## config.mk

```make
export PLATFORM = sky130hd
export DESIGN_NAME = tdm_dac_stage
export DESIGN_NICKNAME = d
export VERILOG_FILES = /design/src/rtl/dacp_pkg.sv /design/src/rtl/dacp_gate.sv /design/src/rtl/dacp_shape.sv /design/src/rtl/dacp_side.sv /design/src/rtl/tdm_dac_stage.sv
export SDC_FILE = /design/constraint.sdc
export NUM_CORES = 1
export LEC_CHECK = 0
export BUFFER_PORTS_ARGS = -buffer_cell sky130_fd_sc_hd__buf_2
export CAP_MARGIN = 20
export CORE_MARGIN = 8
export CORE_UTILIZATION = 39
export CTS_CLUSTER_DIAMETER = 30
export DETAILED_ROUTE_END_ITERATION = 16
export HOLD_SLACK_MARGIN = 0.06
export PLACE_DENSITY = 0.64
export SLEW_MARGIN = 10
export SYNTH_ARGS = -nofsm -noshare
export SYNTH_HDL_FRONTEND = slang
export SYNTH_HIERARCHICAL = 1
export SYNTH_SLANG_ARGS = --single-unit
```

## constraint.sdc

```tcl
create_clock -name clk -period 0.8 [get_ports clk]
set_input_delay 0 -clock clk [delete_from_list [all_inputs] [get_ports clk]]
set_output_delay 0 -clock clk [all_outputs]
set_load 0.05 [all_outputs]
```

## src/rtl/dacp_pkg.sv

```systemverilog
package dacp_pkg;

  typedef enum logic [1:0] {
    VAR_DISCRETE = 2'd0,
    VAR_ASIC     = 2'd1,
    VAR_LEGACY   = 2'd2,
    VAR_SPARE    = 2'd3
  } dac_variant_e;

  // DAC open decision for one subslot position
  function automatic logic gate_open(input logic [1:0] v, input logic [1:0] ph,
                                     input logic frc);
    if (v == VAR_LEGACY) return frc | (ph == 2'd3);
    return frc | (ph != 2'd0);
  endfunction

  // Ladder offset applies to every variant except the integrated one
  function automatic logic wants_bias(input logic [1:0] v, input logic neg);
    return (v != VAR_ASIC) && !neg;
  endfunction

endpackage

```

## src/rtl/dacp_gate.sv

```systemverilog
module dacp_gate
  import dacp_pkg::*;
(
  input  logic [1:0] phase_i,
  input  logic       force_i,
  input  logic [1:0] variant_i,
  output logic       open_o,
  output logic       legacy_o
);
  always_comb begin
    open_o   = gate_open(variant_i, phase_i, force_i);
    legacy_o = (variant_i == VAR_LEGACY);
  end
endmodule

```

## src/rtl/dacp_shape.sv

```systemverilog
module dacp_shape
  import dacp_pkg::*;
#(
  parameter int SMP_W = 9
) (
  input  logic signed [SMP_W-1:0] smp_i,
  input  logic [1:0]              variant_i,
  output logic signed [SMP_W:0]   active_o,
  output logic signed [SMP_W:0]   idle_o
);
  logic              neg_w;
  logic signed [SMP_W:0] ext_w;
  logic signed [SMP_W:0] bias_w;

  always_comb begin
    neg_w  = smp_i[SMP_W-1];
    ext_w  = {smp_i[SMP_W-1], smp_i};
    bias_w = wants_bias(variant_i, neg_w) ? (SMP_W+1)'(1) : '0;
    active_o = ext_w + bias_w;
    if (variant_i == VAR_LEGACY) idle_o = neg_w ? '1 : (SMP_W+1)'(1);
    else                         idle_o = '0;
  end
endmodule

```

## src/rtl/dacp_side.sv

```systemverilog
module dacp_side #(
  parameter int SMP_W = 9,
  parameter int OUT_W = 12,
  parameter int GAIN  = 3
) (
  input  logic                    pan_i,
  input  logic                    open_i,
  input  logic                    legacy_i,
  input  logic signed [SMP_W:0]   active_i,
  input  logic signed [SMP_W:0]   idle_i,
  output logic signed [OUT_W-1:0] value_o
);
  localparam int EXT_W = OUT_W - SMP_W - 1;
  localparam logic signed [OUT_W-1:0] GAIN_S = OUT_W'(GAIN);

  logic signed [SMP_W:0]   pick_w;
  logic signed [OUT_W-1:0] wide_w;

  always_comb begin
    pick_w  = (pan_i && open_i) ? active_i : idle_i;
    wide_w  = {{EXT_W{pick_w[SMP_W]}}, pick_w};
    value_o = legacy_i ? wide_w * GAIN_S : wide_w;
  end
endmodule

```

## src/rtl/tdm_dac_stage.sv

```systemverilog
module tdm_dac_stage #(
  parameter int SMP_W = 9,
  parameter int OUT_W = 12,
  parameter int GAIN  = 3
) (
  input  logic                    clk,
  input  logic                    rst_n,
  input  logic                    en,
  input  logic signed [SMP_W-1:0] smp_i,
  input  logic                    pan_l_i,
  input  logic                    pan_r_i,
  input  logic [1:0]              phase_i,
  input  logic                    force_i,
  input  logic [1:0]              variant_i,
  output logic signed [OUT_W-1:0] left_o,
  output logic signed [OUT_W-1:0] right_o
);
  localparam int SIDES = 2;

  logic                    gate_open_w;
  logic                    legacy_w;
  logic signed [SMP_W:0]   active_w;
  logic signed [SMP_W:0]   idle_w;
  logic [SIDES-1:0]        pan_w;
  logic signed [OUT_W-1:0] side_val [SIDES];

  assign pan_w = {pan_r_i, pan_l_i};

  dacp_gate u_gate (
    .phase_i  (phase_i),
    .force_i  (force_i),
    .variant_i(variant_i),
    .open_o   (gate_open_w),
    .legacy_o (legacy_w)
  );

  dacp_shape #(.SMP_W(SMP_W)) u_shape (
    .smp_i    (smp_i),
    .variant_i(variant_i),
    .active_o (active_w),
    .idle_o   (idle_w)
  );

  for (genvar g = 0; g < SIDES; g++) begin : g_side
    dacp_side #(.SMP_W(SMP_W), .OUT_W(OUT_W), .GAIN(GAIN)) u_side (
      .pan_i   (pan_w[g]),
      .open_i  (gate_open_w),
      .legacy_i(legacy_w),
      .active_i(active_w),
      .idle_i  (idle_w),
      .value_o (side_val[g])
    );
  end

  always_ff @(posedge clk or negedge rst_n) begin
    if (!rst_n) begin
      left_o  <= '0;
      right_o <= '0;
    end else if (en) begin
      left_o  <= side_val[0];
      right_o <= side_val[1];
    end
  end
endmodule

```

# Word-level counts from Yosys, hierarchy flattened
# Index checks and enable logic that the tools add are counted.
[totals]
regBits = 24
output_inout_bits = 24
word_cells = 25
[op_classes]
addsub = 1
n_mul = 2
eq_ne = 3
n_mux = 10
n_bitwise = 2
n_reduce_logical = 5
[op_table]
columns = ["op", "n"]
rows = [
  ["10-bit two-way mux", 4],
  ["10-bit by 3-bit multiplier with 12-bit output, second input constant", 2],
  ["12-bit two-way mux", 2],
  ["9-bit by 2-bit adder with 10-bit output", 1],
  ["2-bit == test, second input constant", 2],
  ["1-bit two-way mux", 4],
  ["1-bit logical AND", 3],
  ["2-bit by 1-bit != test with 1-bit output, second input constant", 1],
  ["1-bit bitwise OR", 2],
  ["2-bit nonzero test", 1],
  ["1-bit zero test", 1],
]

# Depth between registers and ports, before layout
# Gate-level depths: netlist of the first run.
[logic_depth]
ltp_word = 8
mapped_depth = 17
depth_no_buf = 17

# Hierarchy
# The synthesis of the first run kept the hierarchy.
[modules_own_cells]
columns = ["mod", "instances", "cells_per_inst", "area_each_um2", "seq_area_each_um2"]
rows = [
  ["tdm_dac_stage", 1, 51, 997.2, 600.6],
  ["dacp_side (g_side[1].u_side)", 1, 117, 828.3, 0.0],
  ["dacp_side (g_side[0].u_side)", 1, 116, 827.0, 0.0],
  ["dacp_shape", 1, 31, 222.7, 0.0],
  ["dacp_gate", 1, 4, 35.0, 0.0],
]

# Worst setup path before layout of the first run
# OpenSTA, ideal clock, no wires.
[synth_path]
path_kind = "input -> register"
start = "input port variant_i[0]"
end = "register right_o[10]"
setup_time_ns = 0.125
arrival_ns = 3.158
required_time_ns = 0.675
slack_ns = -2.483
stages = 15
n_path_buf = 1
cell_sequence = "nand2b_4 maj3_2 or2_1 nand2_1 buf_2 mux2_2 ha_1 ha_1 fa_1 a21o_1 a21oi_1 o21ai_0 mux2i_1 nor2_1 mux2_4"
[synth_rtl]
columns = ["item", "line", "source"]
rows = [
  ["from (decl)", "tdm_dac_stage.sv:14", "input logic [1:0] variant_i,"],
  ["to (signal assigned)", "tdm_dac_stage.sv:61", "right_o <= side_val[1];"],
  ["to (decl)", "tdm_dac_stage.sv:16", "output logic signed [OUT_W-1:0] right_o"],
]

==> results.md, run 1 <==
- Post-detail-place hpwl: 6320 microns
- DRT Pass-1 Iters: 4
- Slew @ Worst Pin: around 0.32 ns
- Hold Path Depth: 3
- Switching Power: around 2800 uW
- Commonest non-fill, non-tap cells in the layout: buf_4 (79), buf_6 (41), mux2_4 (27), nand2_1 (27), dfrtp_1 (24)
- CP Class: input port to flop
- Worst-path clk slew: roughly 0.08 ns
- Total wire length: between 8000 and 9000 microns
- TritonCTS Buffers: 3
- ANT nets after route: 0
- CTS root buf: clkbuf_8
- Status: finished with violations
- Sink Count: 24
- H-tree levels: 1
- Synthesized cell area: approximately 2900 sq um
- Final Setup Violations: 48
- Nets@finish: ~500
- Sequential share of the synthesized area: 20.6%
- Chip height: just over 100 microns
- Initial DRC Count: slightly below 90
- Global-route wire length before repair: about 14000 microns
- Initial antenna violation count: 0
- Grt total ovfl: 0
- PnR worst setup slack: -1.92 ns
- Max-cap violations: 0
- Design Power: slightly below 7000 uW
- Hold slack: slightly above 0.2 ns
- WL per Instance: ~15 microns
- Post-synth top flop: dfrtp_1
- Crit-path max FO: 5
- Skew-Pair Late Insertion Delay: 0.26 ns
- Power Density: 1410 nW/um^2
- Clock period minus worst slack: 2.72 ns
- Share of layout cells above drive strength 1: between 50% and 60%
- Largest net degree at the start of global routing: 25
- Number of synthesized flops with an enable pin: 0
- Max Fclk: between 0.3 and 0.4 GHz
- Post-synth top area share: between 20% and 30%
- Die width: slightly above 100 microns
- Hold path startpoint: en
- Die area: roughly 10000 sq um
- Required time of the critical path: 0.95 ns
- Worst flop-to-flop path startpoint: left_o[9]$_DFFE_PN0P_
- LEAKAGE: 0.00221 uW
- Period utilization: 340%
- Starting density of the core: about two fifths
- FP Rows: 31
- Core area: between 7000 and 8000 sq um
- Asr flop ratio synth: 100%
- Antenna diode count: 0
- CTS tree: yes
- Seq pwr share: around a quarter
- Clock Path Buffers: 2
- Vias in the first global route: between 2000 and 3000
- Worst Hold Class: input port to flop
- Flop-to-flop setup slack: -0.01 ns
- Startpoint types: input port
- Post-route DRC: 0
- Leading area contributor after synthesis: dfrtp_1
- Int Pwr: a little under 4000 uW
- Clk pwr share: between 10% and 20%
- RR Endpoint: left_o[9]$_DFFE_PN0P_
- Post-synthesis register bit count: 24
- Total Routing Usage GR: 16.8%
- Via/cell ratio: 5.09
- Failing checks: setup timing
- Reg2Reg Depth: 1
- Total number of vias: 2782
- Layout area overhead: 63.9%
- Synth Warn #: 6
- Sw Share: between 40% and 50%
- RSZ-0062 raised after global routing: yes
- Top cells by area, synth: dfrtp_1 (21%), mux2_4 (10%), ha_1 (9.5%), xnor2_1 (6.9%), mux2i_1 (6.5%)
- Post-synthesis cell type count: 48
- WP data arrival: about 2.9 ns
- Worst hold path endpoint: right_o[7]$_DFFE_PN0P_
- Gpl congestion: a little over 0.9
- Post-Syn Instances: 319
- Max Clock Skew: 0 ns
- Combinational share of power: around 64%
- Fillers: roughly 560
- Port Buf Inserts: between 40 and 50
- IO Pins: 43
- Final Max Slew Viols: 0
- Syn_area_per_cell: approximately 9.1 sq um
- Mapped Nets: ~360
- Peak supply drop: 1.12 mV
- Most common cell after layout, fill and taps aside: buf_4
- Relative slew slack: 78.6%
- Worst setup EP type: flop
- Count of final hold-check violations: 0
-- worst max path at each step --
stage	to	slack, ns	cells after the start	from
CTS	left_o[8]$_DFFE_PN0P_	-1.92	15	variant_i[0]
global placement	right_o[9]$_DFFE_PN0P_	-2.28	16	variant_i[1]
global route	left_o[9]$_DFFE_PN0P_	-2.02	18	variant_i[1]
floorplan	left_o[8]$_DFFE_PN0P_	-2.10	15	variant_i[0]
finish	left_o[8]$_DFFE_PN0P_	-1.92	15	variant_i[0]
detailed placement	right_o[9]$_DFFE_PN0P_	-2.35	15	variant_i[0]
-- kinds of logic (layout without fill, tap and decap cells) --
| kind of cell | count (synthesis) | in the layout | synth area share (%) |
|---|---|---|---|
| buffers and inverters | 26 | 155 | 6.15 |
| DFF | 24 | 24 | 20.6 |
| xor gates and xnor gates | 36 | 36 | 10.8 |
| muxes | 50 | 50 | 21.2 |
| AOI/OAI and AO/OA | 64 | 64 | 13.9 |
| adders and majority gates | 25 | 25 | 11.2 |
| and+or+nand+nor | 94 | 94 | 16.0 |
-- cell type report --
class,count,area (sq um),area share (%)
Multi-Input combinational cell,269,2690,56.3
Timing Repair Buffer,144,1270,26.7
Sequential cell,24,601,12.6
Tap cell,99,124,2.60
Clock buffer,4,55.1,1.15
Inverter,7,28.8,0.603
-- synthesized netlist by cell type, types with 5 or more instances --
cell type / n
a21o_1: 5
a21oi_1: 14
buf_4: 8
dfrtp_1: 24
ha_1: 22
inv_1: 6
mux2_2: 10
mux2_4: 20
mux2i_1: 19
nand2_1: 32
nand3_1: 23
nand4_1: 8
nor2_1: 13
o21a_1: 6
o21ai_0: 25
xnor2_1: 23
xor2_1: 13
-- state kept, by name (all words and copies together) (netlist names) --
register / count
left_o: 12
right_o: 12
-- critical path, cell delays in order --
cell      delay (ns)
buf_6           0.10
nand2b_4        0.13
maj3_2          0.28
or2_4           0.29
nand2_8         0.11
mux2_4          0.33
ha_4            0.17
ha_4            0.15
fa_2            0.35
a21o_1          0.22
a21oi_4         0.19
o21bai_1        0.09
mux2i_1         0.14
nor2_1          0.06
mux2_4          0.25
-- metrics by stage --
step	area (sq um)	setup TNS (ns)	util [%]	worst slack, ns	std cells
after detailed placement	3960	-45.94	54.6	-2.35	521
after global routing	4770	-41.53	65.8	-2.02	547
after floorplan	3160	-40.61	-	-2.10	319
after global placement	3960	-45.12	54.6	-2.28	521
after CTS	4590	-37.92	63.3	-1.92	540
final	4770	-38.64	65.8	-1.92	547
-- timing repair --
action	4_1_cts	5_1_grt
hold buffers	1	0
endpoints found under the hold margin	24	0
setup buffers	14	9
resized for setup	118	23
pin swaps	46	24
endpoints found under the setup margin	48	48
-- routing by layer --
layer | part of all wire (%) | wire length, microns | global-route usage, % | vias to the layer above
met4 | 1.5 | 123 | 3.72 | 0
met5 | 0 | 0 | 0 | -
met3 | 2.3 | 191 | 2.52 | 10
met2 | 55 | 4670 | 32.2 | 35
li1 | - | - | - | 1410
met1 | 41 | 3490 | 18.8 | 1327
-- power groups by stage --
stage          combinational [uW]  clock [uW]  sequential (uW)
6_report                     4300         819             1600
5_1_grt                      4580         899             1630
4_1_cts                      4100         839             1600
3_5_place_dp                 3450           0             1560
3_3_place_gp                 3400           0             1550
2_1_floorplan                1670           0             2290
Power figures use the tool's default switching activity.
==> run 2, diff against run 1 <==
--- a/config.mk
+++ b/config.mk
@@ -13,6 +13,7 @@
 export DETAILED_ROUTE_END_ITERATION = 16
 export HOLD_SLACK_MARGIN = 0.06
 export PLACE_DENSITY = 0.64
+export SKIP_LAST_GASP = 1
 export SLEW_MARGIN = 10
 export SYNTH_ARGS = -nofsm -noshare
 export SYNTH_HDL_FRONTEND = slang
==> constraint.sdc (replaced) <==
create_clock -name clk -period 2.3 [get_ports clk]
set_input_delay 0 -clock clk [delete_from_list [all_inputs] [get_ports clk]]
set_output_delay 0 -clock clk [all_outputs]
set_load 0.05 [all_outputs]
==> run 2 against run 1 <==
  * The flow still finishes with violations (setup timing)
  * Flip-flop and latch count stayed put
  * Utilization up 0.57 points
  * Global-route usage fell by 0.13 points
  * Sequential power decreased by 67%
  * Count of clock-buffer cells in the layout is 1 lower
  * Total power fell by 65%
  * First-iteration DRC count is 26% higher
  * Register-to-register slack gained 1.5 ns
  * Combinational power decreased by 67%
  * Clock power shrank 54%
==> results.md, run 2 (synthesis gave the netlist of run 1 again) <==
- Status: finished with violations
- Failing checks: setup timing
- Total wire length: 8880 microns
- Slew @ Worst Pin: roughly 0.75 ns
- Max Fclk: approximately 0.36 GHz
- Required time of the critical path: roughly 2.5 ns
- Combinational share of power: between 60% and 70%
- Core area: 7250 sq um
- Final Setup Violations: 18
- Peak supply drop: 0.315 mV
- Sw Share: just over 40%
- CP Class: input port to flop
- Antenna diode count: 0
- Hold slack: 0.225 ns
- Cell mode on critical path: buf_6
- Grt total ovfl: 0
- H-tree levels: 1
- LEAKAGE: 0.00227 uW
- Count of final hold-check violations: 0
- WL per Instance: 15.7 microns
- CTS root buf: clkbuf_8
- Total number of vias: 2944
- Vias in the first global route: roughly 3000
- Final Max Slew Viols: 0
- Max-cap violations: 0
- Total Routing Usage GR: about 17%
- Nets@finish: between 500 and 600
- Chip height: 102 microns
- Skew-Pair Late Insertion Delay: approximately 0.27 ns
- Seq pwr share: between 20% and 30%
- FP Rows: 31
- Global-route wire length before repair: about 14000 microns
- Clock Path Buffers: 2
- Crit-path max FO: 6
- Startpoint types: input port
- RSZ-0062 raised after global routing: yes
- Power Density: around 500 nW/um^2
- Die width: 102 microns
- Die area: 10500 sq um
- Post-route DRC: 0
- Sink Count: 24
- Share of layout cells above drive strength 1: between 50% and 60%
- Via/cell ratio: about 5.2
- Initial DRC Count: 110
- ANT nets after route: 0
- Cells along the critical path: buf_6 > nand2b_4 > maj3_2 > or2_4 > nand2_8 > buf_6 > mux2i_4 > xnor2_2 > ha_4 > fa_2 > a21o_1 > a21oi_4 > o21bai_1 > mux2i_1 > nor2_1 > mux2_4
- Final Util: between 60% and 70%
- Max Clock Skew: 0 ns
- Commonest non-fill, non-tap cells in the layout: buf_4 (91), buf_2 (40), nand2_1 (25)
- WP data arrival: between 2 and 3 ns
- Initial antenna violation count: 0
- Worst-path clk slew: ~0.090 ns
- Worst setup EP type: flop
- Post-detail-place hpwl: about 6200 microns
- Layout area overhead: 65.3%
- Largest net degree at the start of global routing: 25
- DRT Pass-1 Iters: 4
- TritonCTS Buffers: 3
- IO Pins: 43
- Switching Power: slightly below 1000 uW
- Most common cell after layout, fill and taps aside: buf_4
- PnR worst setup slack: -0.462 ns
- Worst Hold Class: input port to async pin
- Int Pwr: 1380 uW
- Period utilization: 120%
- Biggest cell delay along the critical path: approximately 0.34 ns
- Gpl congestion: roughly 0.88
- Regs by FF count: left_o (12), right_o (12)
- Critical-path top delay cell: fa_2
- Post-place setup slack: -0.843 ns
- Clk pwr share: between 10% and 20%
- Clock period minus worst slack: around 2.8 ns
- Starting density of the core: 40.1%
- Placed Area: 4050 sq um
- Port Buf Inserts: 42
- CTS tree: yes
- Design Power: 2350 uW
- Fin area: slightly below 5000 sq um
- Relative slew slack: 49.7%
==> run 2: changes by cell type in the layout (fill, tap and decap cells not counted), moves of 3 or more <==
cell	previous run	this run
mux2_4	27	22
mux2_2	3	8
buf_2	16	40
buf_4	79	91
o21ai_1	10	13
buf_6	41	23
==> run 2: path summary, 6_finish.rpt <==
check / depth (start not counted) / endpoint / slack, ns / startpoint
max: 16 / right_o[8]$_DFFE_PN0P_ / -0.46 / variant_i[0]
min: 2 / left_o[5]$_DFFE_PN0P_ / 0.23 / rst_n
max reg2reg: 1 / right_o[4]$_DFFE_PN0P_ / 1.51 / right_o[4]$_DFFE_PN0P_
min reg2reg: 1 / right_o[5]$_DFFE_PN0P_ / 0.51 / right_o[5]$_DFFE_PN0P_
max in group asynchronous: 2 / left_o[11]$_DFFE_PN0P_ / 1.72 / rst_n
min in group clk: 2 / right_o[10]$_DFFE_PN0P_ / 0.38 / en
==> run 2: power by group through the flow <==
stage	Sequential (uW)	Clock (uW)	Combinational, uW
final	531	377	1440
after global routing	539	401	1540
after CTS	532	383	1320
after detailed placement	539	0	1220
after global placement	537	0	1200
after floorplan	796	0	577
==> run 2: critical path, delay by kind of cell <==
| family | cells | cell delay, ns |
|---|---|---|
| adders and majority gates | 3 | 0.82 |
| AOI/OAI and AO/OA | 3 | 0.52 |
| buffers and inverters | 2 | 0.21 |
| xor gates and xnor gates | 1 | 0.12 |
| muxes | 3 | 0.67 |
| and+or+nand+nor | 4 | 0.58 |
==> run 2: stage by stage <==
| step | instances | setup TNS, ns |
|---|---|---|
| 4_1_cts | 553 | -5.08 |
| 3_3_place_gp | 533 | -11.16 |
| 2_1_floorplan | 319 | -6.89 |
| 5_1_grt | 565 | -7.39 |
| 6_report | 565 | -5.52 |
| 3_5_place_dp | 533 | -12.06 |
==> run 2: repair_timing <==
action / CTS / global route
buffers inserted: 16 / 11
setup endpoints to repair: 18 / 18
endpoints found under the hold margin: 24 / 0
resized for setup: 43 / 55
hold buffers: 1 / 0
cloned: 0 / 1
pin swaps: 40 / 30
==> run 2: layer usage <==
metal | GRT usage, % | vias up | share of wire, % | wire, microns
met5 | 0 | - | 0 | 0
met4 | 5.64 | 0 | 2.3 | 204
met3 | 2.79 | 21 | 2.6 | 233
met2 | 32.3 | 44 | 55 | 4910
met1 | 17.4 | 1438 | 40 | 3530
li1 | - | 1441 | - | -
==> run 2: area by class of cell <==
class	count	area (sq um)
Clock inverter	1	30.0
Inverter	7	26.3
Fill cell	543	2440
Tap cell	99	124
Clock buffer	3	41.3
Timing Repair Buffer	162	1300
Sequential cell	24	601
Multi-Input combinational cell	269	2690
==> run 3, diff against run 2 <==
--- a/config.mk
+++ b/config.mk
@@ -8,11 +8,11 @@
 export BUFFER_PORTS_ARGS = -buffer_cell sky130_fd_sc_hd__buf_2
 export CAP_MARGIN = 20
 export CORE_MARGIN = 8
-export CORE_UTILIZATION = 39
+export CORE_UTILIZATION = 52
 export CTS_CLUSTER_DIAMETER = 30
 export DETAILED_ROUTE_END_ITERATION = 16
 export HOLD_SLACK_MARGIN = 0.06
-export PLACE_DENSITY = 0.64
+export PLACE_DENSITY = 0.78
 export SKIP_LAST_GASP = 1
 export SLEW_MARGIN = 10
 export SYNTH_ARGS = -nofsm -noshare
==> constraint.sdc (replaced) <==
create_clock -name clk -period 3.1 [get_ports clk]
set_input_delay 0 -clock clk [delete_from_list [all_inputs] [get_ports clk]]
set_output_delay 0 -clock clk [all_outputs]
set_load 0.05 [all_outputs]
==> run 3 against run 2 <==
  * The run now ends clean
  * Utilization fell by 2.8 points
  * Total power is 41% lower
  * Non-clock buffer count down 77
  * Clock power down 52%
  * Flip-flop and latch count did not move
  * Global-route usage is essentially flat
  * Largest power group unchanged
==> results.md, run 3 (synthesis gave the netlist of run 1 again) <==
- Status: finished clean
- Fin area: approximately 3500 sq um
- ANT nets after route: 0
- Post-route DRC: 0
- Critical-path top delay cell: mux2i_1
- CTS root buf: clkbuf_8
- Final Max Slew Viols: 0
- Final Setup Violations: 0
- Starting density of the core: 53.2%
- Cell mode on critical path: buf_4
- Peak supply drop: just over 0.3 mV
- Commonest non-fill, non-tap cells in the layout: buf_2 (42), buf_4 (41), nand2_1 (30)
- Count of final hold-check violations: 0
- FP Rows: 27
- Die area: just over 8000 sq um
- Clock Path Buffers: 2
- Relative slew slack: around 51%
- Antenna diode count: 0
- Post-detail-place hpwl: about 5500 microns
- Total number of vias: around 2500
- Max Clock Skew: 0 ns
- PnR worst setup slack: ~0.14 ns
- Slew @ Worst Pin: 0.737 ns
- Clock period minus worst slack: 2.96 ns
- Layout area overhead: 19.5%
- Fillers: roughly 460
- Share of layout cells above drive strength 1: between 30% and 40%
- DRT Pass-1 Iters: 4
- WP data arrival: a little over 3 ns
- Area of the multi-input gates: 2170 sq um
- Initial antenna violation count: 0
- H-tree levels: 1
- Global-route wire length before repair: 11700 microns
- CP top delay family: simple AND/OR/NAND/NOR gates
- Grt total ovfl: 0
- Startpoint types: input port
- WP buf/inv: 3
- Power Density: just under 400 nW/um^2
- Worst Hold Class: input port to async pin
- Gpl congestion: approximately 0.9
- Most common cell after layout, fill and taps aside: buf_2
- Total wire length: about 6900 microns
- Nets@finish: approximately 430
- Core area: roughly 5500 sq um
- WL per Instance: around 15 microns
- Design Power: about 1400 uW
- CP Class: input port to flop
- Die width: roughly 90 microns
- Skew-Pair Late Insertion Delay: ~0.26 ns
- Required time of the critical path: between 3 and 4 ns
- Post-place setup slack: -0.161 ns
- Max Fclk: between 0.3 and 0.4 GHz
- Cells along the critical path: buf_2 > nand2b_4 > maj3_2 > or2_4 > nand2_2 > buf_4 > buf_4 > mux2i_1 > xor2_1 > ha_1 > and4_1 > a21oi_2 > a21boi_2 > nor3_1 > o31ai_2 > mux2_2
- Crit-path max FO: 6
- Largest net degree at the start of global routing: 26
- CTS tree: yes
- Via/cell ratio: approximately 5.5
- Final Util: approximately 64%
- Biggest cell delay along the critical path: 0.36 ns
- Placed Area: approximately 3400 sq um
- Hold slack: around 0.26 ns
- Port Buf Inserts: 42
- Sink Count: 24
- Worst-path clk slew: roughly 0.08 ns
- IO Pins: between 40 and 50
- Total Routing Usage GR: roughly 17%
- WP depth: 16
- LEAKAGE: 0.00174 uW
- Initial DRC Count: 189
- Period utilization: 95.4%
- TritonCTS Buffers: 3
- Worst setup EP type: flop
- Regs by FF count: left_o (12), right_o (12)
- Total area of sequential cells: about 600 sq um
- RSZ-0062 raised after global routing: no
- Vias in the first global route: 2481
- Reg2Reg Depth: 1
- Chip height: 90.8 microns
- Max-cap violations: 0
run 3: timing repair:
action / CTS / global route
gates resized for setup: 0 / 6
endpoints found under the setup margin: 0 / 7
buffers inserted: 0 / 0
endpoints found under the hold margin: 24 / 0
hold buffers: 1 / 0
run 3: cell type report:
| type | count | area share (%) |
|---|---|---|
| flip-flops and latches | 24 | 17.3 |
| repair buffers | 85 | 15.8 |
| multi-input cells | 269 | 62.4 |
| inverters | 7 | 0.756 |
| well taps | 72 | 2.59 |
| clock buffers | 3 | 1.19 |
run 3: stage by stage:
stage,setup TNS (ns),std cells
2_1_floorplan,0,319
3_3_place_gp,-0.153,456
3_5_place_dp,-0.663,456
4_1_cts,0,460
5_1_grt,0,460
6_report,0,460
run 3: path summary, 6_finish.rpt:
path | start | to | slack (ns)
worst min register to register | left_o[8]$_DFFE_PN0P_ | left_o[8]$_DFFE_PN0P_ | 0.51
max in group asynchronous | rst_n | left_o[7]$_DFFE_PN0P_ | 2.48
min in group clk | pan_r_i | right_o[0]$_DFFE_PN0P_ | 0.27
worst min-delay path | rst_n | right_o[4]$_DFFE_PN0P_ | 0.26
worst max register to register | right_o[8]$_DFFE_PN0P_ | right_o[8]$_DFFE_PN0P_ | 2.33
worst max-delay path | variant_i[0] | left_o[9]$_DFFE_PN0P_ | 0.14
run 3: power breakdown:
part / switching, uW / internal, uW
clock network: 93.0 / 86.8
logic: 485 / 323
registers: 27.2 / 366
total: 605 / 776
run 3: layer usage:
metal	global-route usage (%)	up-vias	wire length, microns
met2	25.6	57	2990
li1	-	1288	-
met5	0	-	0
met4	4.09	0	55
met3	2.16	6	272
met1	23.6	1186	3570
